==> config.mk <==
export PLATFORM = sky130hd
export DESIGN_NAME = wake_status_regs
export DESIGN_NICKNAME = d
export VERILOG_FILES = /design/src/rtl/wake_regs_pkg.sv /design/src/rtl/wake_regs_ctrl.sv /design/src/rtl/wake_regs_dp.sv /design/src/rtl/wake_status_regs.sv
export SDC_FILE = /design/constraint.sdc
export NUM_CORES = 1
export LEC_CHECK = 0
export BUFFER_PORTS_ARGS = -buffer_cell sky130_fd_sc_hd__buf_2
export CORE_AREA = 5 5 42 44
export DETAILED_ROUTE_END_ITERATION = 8
export DIE_AREA = 0 0 47 49
export SYNTH_ARGS = -nofsm -noshare
export SYNTH_HDL_FRONTEND = slang
export SYNTH_SLANG_ARGS = --single-unit
==> constraint.sdc <==
create_clock -name clk -period 1.4 [get_ports clk]
set_input_delay 0.28 -clock clk [delete_from_list [all_inputs] [get_ports clk]]
set_output_delay 0.28 -clock clk [all_outputs]
set_load 0.005 [all_outputs]
==> src/rtl/wake_regs_pkg.sv <==
package wake_regs_pkg;

  // number of wake sources held in the reason register
  localparam int NUM_SRC = 4;

  // bit positions shared by both registers for the first three sources
  localparam int BIT_ON    = 0;
  localparam int BIT_HF    = 1;
  localparam int BIT_ALARM = 2;
  localparam int BIT_CHG   = 3;

  // strobes from control to datapath
  typedef struct packed {
    logic captureEn;
    logic readReason;
    logic readStatus;
  } wakeStrobes_t;

endpackage

==> src/rtl/wake_regs_ctrl.sv <==
module wake_regs_ctrl
  import wake_regs_pkg::*;
#(
  parameter int ADDR_W      = 6,
  parameter int REASON_ADDR = 'h10,
  parameter int STATUS_ADDR = 'h11
) (
  input  logic              clk,
  input  logic              rstN,
  input  logic              pwrUpStart,
  input  logic              rdEn,
  input  logic [ADDR_W-1:0] rdAddr,
  output wakeStrobes_t      strb
);

  localparam logic [ADDR_W-1:0] REASON_A = ADDR_W'(REASON_ADDR);
  localparam logic [ADDR_W-1:0] STATUS_A = ADDR_W'(STATUS_ADDR);

  always_comb begin
    strb            = '0;
    strb.captureEn  = pwrUpStart;
    strb.readReason = rdEn && (rdAddr == REASON_A);
    strb.readStatus = rdEn && (rdAddr == STATUS_A);
  end

  // at most one register is selected per read
  p_single_sel_r9: assert property (@(posedge clk) disable iff (!rstN)
    $onehot0({strb.readReason, strb.readStatus}));

  // no register select without a read request
  p_sel_needs_rd_r8: assert property (@(posedge clk) disable iff (!rstN)
    !rdEn |-> !(strb.readReason || strb.readStatus));

endmodule

==> src/rtl/wake_regs_dp.sv <==
module wake_regs_dp
  import wake_regs_pkg::*;
#(
  parameter int DATA_W  = 8,
  parameter int NUM_CMP = 2
) (
  input  logic               clk,
  input  logic               rstN,
  input  wakeStrobes_t       strb,
  input  logic               onKey,
  input  logic               hfPwr,
  input  logic               alarm,
  input  logic               chgPin,
  input  logic               chgInWindow,
  input  logic [NUM_CMP-1:0] cmpOut,
  input  logic               adcBusy,
  output logic [DATA_W-1:0]  rdData
);

  localparam int CMP_LSB = NUM_SRC;
  localparam int ADC_BIT = NUM_SRC + NUM_CMP;

  logic [NUM_SRC-1:0] srcVec;
  logic [NUM_SRC-1:0] reasonQ;
  logic [DATA_W-1:0]  statusVec;
  logic [NUM_CMP-1:0] cmpField;

  // wake-source vector sampled at capture
  always_comb begin
    srcVec            = '0;
    srcVec[BIT_ON]    = onKey;
    srcVec[BIT_HF]    = hfPwr;
    srcVec[BIT_ALARM] = alarm;
    srcVec[BIT_CHG]   = chgPin;
  end

  // comparator lanes placed one per bit
  for (genvar g = 0; g < NUM_CMP; g++) begin : g_cmp
    assign cmpField[g] = cmpOut[g];
  end

  // live status word
  always_comb begin
    statusVec                           = '0;
    statusVec[BIT_ON]                   = onKey;
    statusVec[BIT_HF]                   = hfPwr;
    statusVec[BIT_ALARM]                = alarm;
    statusVec[BIT_CHG]                  = chgInWindow;
    statusVec[CMP_LSB +: NUM_CMP]       = cmpField;
    statusVec[ADC_BIT]                  = adcBusy;
  end

  // sticky reason register
  always_ff @(posedge clk or negedge rstN) begin
    if (!rstN)               reasonQ <= '0;
    else if (strb.captureEn) reasonQ <= srcVec;
  end

  // registered read data
  always_ff @(posedge clk or negedge rstN) begin
    if (!rstN)                rdData <= '0;
    else if (strb.readReason) rdData <= DATA_W'(reasonQ);
    else if (strb.readStatus) rdData <= statusVec;
    else                      rdData <= '0;
  end

  // capture loads the source levels seen at the strobe
  p_capture_r1: assert property (@(posedge clk) disable iff (!rstN)
    strb.captureEn |=> reasonQ == $past({chgPin, alarm, hfPwr, onKey}));

  // no strobe, no change
  p_hold_r2: assert property (@(posedge clk) disable iff (!rstN)
    !strb.captureEn |=> $stable(reasonQ));

  // reason reads carry zeros above the source bits
  p_reason_upper_r7: assert property (@(posedge clk) disable iff (!rstN)
    strb.readReason |=> rdData[DATA_W-1:NUM_SRC] == '0);

  // idle or unmapped cycles give zero data
  p_idle_zero_r8: assert property (@(posedge clk) disable iff (!rstN)
    !(strb.readReason || strb.readStatus) |=> rdData == '0);

endmodule

==> src/rtl/wake_status_regs.sv <==
module wake_status_regs
  import wake_regs_pkg::*;
#(
  parameter int ADDR_W      = 6,
  parameter int DATA_W      = 8,
  parameter int NUM_CMP     = 2,
  parameter int REASON_ADDR = 'h10,
  parameter int STATUS_ADDR = 'h11
) (
  input  logic               clk,
  input  logic               rstN,
  input  logic               onKey,
  input  logic               hfPwr,
  input  logic               alarm,
  input  logic               chgPin,
  input  logic               chgInWindow,
  input  logic [NUM_CMP-1:0] cmpOut,
  input  logic               adcBusy,
  input  logic               pwrUpStart,
  input  logic               rdEn,
  input  logic [ADDR_W-1:0]  rdAddr,
  output logic [DATA_W-1:0]  rdData
);

  wakeStrobes_t strb;

  wake_regs_ctrl #(
    .ADDR_W(ADDR_W), .REASON_ADDR(REASON_ADDR), .STATUS_ADDR(STATUS_ADDR)
  ) ctrl_i (
    .clk(clk), .rstN(rstN), .pwrUpStart(pwrUpStart),
    .rdEn(rdEn), .rdAddr(rdAddr), .strb(strb)
  );

  wake_regs_dp #(.DATA_W(DATA_W), .NUM_CMP(NUM_CMP)) dp_i (
    .clk(clk), .rstN(rstN), .strb(strb),
    .onKey(onKey), .hfPwr(hfPwr), .alarm(alarm), .chgPin(chgPin),
    .chgInWindow(chgInWindow), .cmpOut(cmpOut), .adcBusy(adcBusy),
    .rdData(rdData)
  );

endmodule

==> results.sh <==
export IMPL_swShare=0.223
export IMPL_syn_to_final_growth_pct=35.5
export IMPL_post_route_period_util=0.730
export IMPL_setup_ws_ns=0.379
export IMPL_row_count=14
export IMPL_synthXorXnorAreaFrac=0
export IMPL_start_util=0.320
export IMPL_cts_tree="yes"
export IMPL_synth_top_cell_area_share=0.615
export IMPL_grt_max_degree=12
export IMPL_firstDrtPassIters=1
export IMPL_antenna_found_initial=0
export IMPL_core_area_um2=1400
export IMPL_dp_hpwl_um=758
export IMPL_avgSynthCellArea_um2=13.2
export IMPL_cp_top_family="flip-flops"
export IMPL_min_period_ns=1.02
export IMPL_post_cts_setup_buffers=0
export IMPL_drt_iter0_markers=0
export IMPL_max_stage_delay_ns=0.36
export IMPL_clockPowerShare=0.340
export IMPL_synth_compound_area_share=0
export IMPL_ys_seq_area_frac=0.615
export IMPL_start_kind="flop"
export IMPL_rsz0062_at_grt="no"
export IMPL_gp_congestion=0.647
export IMPL_ant_nets=0
export IMPL_power_frac_comb=0.115
export IMPL_grt_pass1_wl_um=1460
export IMPL_crit_arrival_ns=0.74
export IMPL_syn_nets=52
export IMPL_vdd_drop_max_v=0.000560
export IMPL_htree_num_levels=1
export IMPL_crit_buf_inv=1
export IMPL_fin_skew_ns=0.00335
export IMPL_die_area_um2=2300
export IMPL_synth_top_family_by_area="multiplexers"
export IMPL_drc_errors=0
export IMPL_nNetsFinal=79
export IMPL_intPower_mw=0.478
export IMPL_io_pins=26
export IMPL_hold_ws_ns=0.241
export IMPL_setup_viol=0
export IMPL_switchingPower_mw=0.137
export IMPL_root_buffer="clkbuf_4"
export IMPL_cp_max_fo=1
export IMPL_postCtsHoldBufs=1
export IMPL_slowest_stage="dfrtp_1"
export IMPL_synthTopCellsByArea="dfrtp_1, mux2_2, nor4_1"
export IMPL_fmax_mhz=979
export IMPL_clkLatencyLatePin_ns=0.26
export IMPL_hold_violations=0
export IMPL_wl_um=898
export IMPL_multi_input_area_um2=155
export IMPL_clock_sinks=11
export IMPL_die_h_um=49
export IMPL_nFillCells=159
export IMPL_ys_ff_latch=11
export IMPL_mappedNetlistArea_um2=448
export IMPL_regArea_um2=275
export IMPL_cts_resized_gates=0
export IMPL_required_ns=1.12
export IMPL_synthMuxAreaShare=0.190
export IMPL_cts_buffers=3
export IMPL_clk_path_buf_depth=2
export IMPL_power_density_nw_per_um2=1010
export IMPL_vias_per_cell=4.57
export IMPL_wl_per_cell_um=11.8
export IMPL_cp_end_kind="primary output"
export IMPL_synth_largest_area_cell="dfrtp_1"
export IMPL_post_place_ws_ns=0.179
export IMPL_yosys_warnings=0
export IMPL_die_w_um=47
export IMPL_drv_cap=0
export IMPL_outcome="completed"
export IMPL_grt_util_all_layers=0.0904
export IMPL_slew_violations=0
export IMPL_p_seq_frac=0.545
export IMPL_vias=347
export IMPL_drive_above_1_share=0.517
export IMPL_min_path_type="input port to flop"
export IMPL_synthCells=34
export IMPL_num_antenna_cells=0
export IMPL_final_cell_mix="buf_2, dfrtp_1, nor4_1"
export IMPL_clk_pin_slew_ns=0.07
export IMPL_p_leak_nw=0.322
export IMPL_synth_fa_ha_area_frac=0
export IMPL_path_cells="buf_2"
export IMPL_fin_setup_tns_ns=0
export IMPL_crit_type="flop to primary output"
export IMPL_grt_overflow=0
export IMPL_first_global_vias=352
export IMPL_final_common_cell="buf_2"
export IMPL_synthSimpleGateAreaFrac=0.148
export IMPL_portBuffers=24
export IMPL_synth_cell_types=10
-- registers in the layout, summed over array words and instances (netlist names) --
register and flops:
dp_i.rdData 7, dp_i.reasonQ 4
-- worst register-to-register path: cells and delay by family, from the launching register on --
kind | cells | cell delay [ns]
flops | 1 | 0.34
mux | 1 | 0.07
simple gates | 1 | 0.23
-- logic make-up (layout without fill, tap and decap cells) --
logic type             count (synthesis)  in the layout
other                                  1              1
and+or+nand+nor                       11             11
buffers and inverters                  3             29
muxes                                  8              8
DFF                                   11             11
-- path summary, 6_finish.rpt --
path	start	end	slack (ns)	cells after the start
min in group asynchronous	rstN	dp_i.rdData[4]$_DFF_PN0_	0.41	2
hold reg to reg	dp_i.reasonQ[0]$_DFFE_PN0P_	dp_i.reasonQ[0]$_DFFE_PN0P_	0.51	1
setup / recovery	dp_i.rdData[5]$_DFF_PN0_	rdData[5]	0.38	1
setup reg to reg	dp_i.reasonQ[0]$_DFFE_PN0P_	dp_i.rdData[0]$_DFF_PN0_	0.65	2
hold / removal	adcBusy	dp_i.rdData[6]$_DFF_PN0_	0.24	3
max in group asynchronous	rstN	dp_i.reasonQ[3]$_DFFE_PN0P_	0.79	2
-- cell usage after synthesis --
| library cell | n |
|---|---|
| nor4_1 | 7 |
| mux2i_1 | 4 |
| conb_1 | 1 |
| dfrtp_1 | 11 |
| buf_4 | 1 |
| nand4bb_1 | 1 |
| buf_2 | 1 |
| clkbuf_2 | 1 |
| mux2_2 | 4 |
| nand2_1 | 3 |
-- routing by layer --
metal  vias up  routed length, um  GRT usage  part of all wire
met2        15                450      0.133              0.50
met5         -                  0          0                 0
met4         0                  0     0.0415                 0
met3         0                 89     0.0332             0.099
li1        174                  -          -                 -
met1       158                357      0.114              0.40
-- power by group through the flow --
stage          logic (mW)  clock network [mW]  registers, mW
6_report           0.0706               0.209          0.336
3_5_place_dp       0.0696                   0          0.342
3_3_place_gp       0.0681                   0          0.341
2_1_floorplan      0.0333                   0          0.341
5_1_grt            0.0801               0.244          0.338
4_1_cts            0.0719               0.217          0.336
-- metrics by stage --
| stage | power, mW | instances | instance area, um^2 | util |
|---|---|---|---|---|
| finish | 0.616 | 76 | 607 | 0.433 |
| global route | 0.662 | 76 | 607 | 0.433 |
| CTS | 0.625 | 76 | 607 | 0.433 |
| detailed placement | 0.412 | 71 | 571 | 0.407 |
| global placement | 0.409 | 71 | 571 | 0.407 |
| floorplan | 0.374 | 34 | 448 | - |
-- layout make-up --
class,instances,share of cell area
clock buffer,4,0.0433
multi-input combinational,20,0.256
tap,16,0.0330
sequential,11,0.454
timing repair buffer,25,0.214
Power figures use the tool's default switching activity.
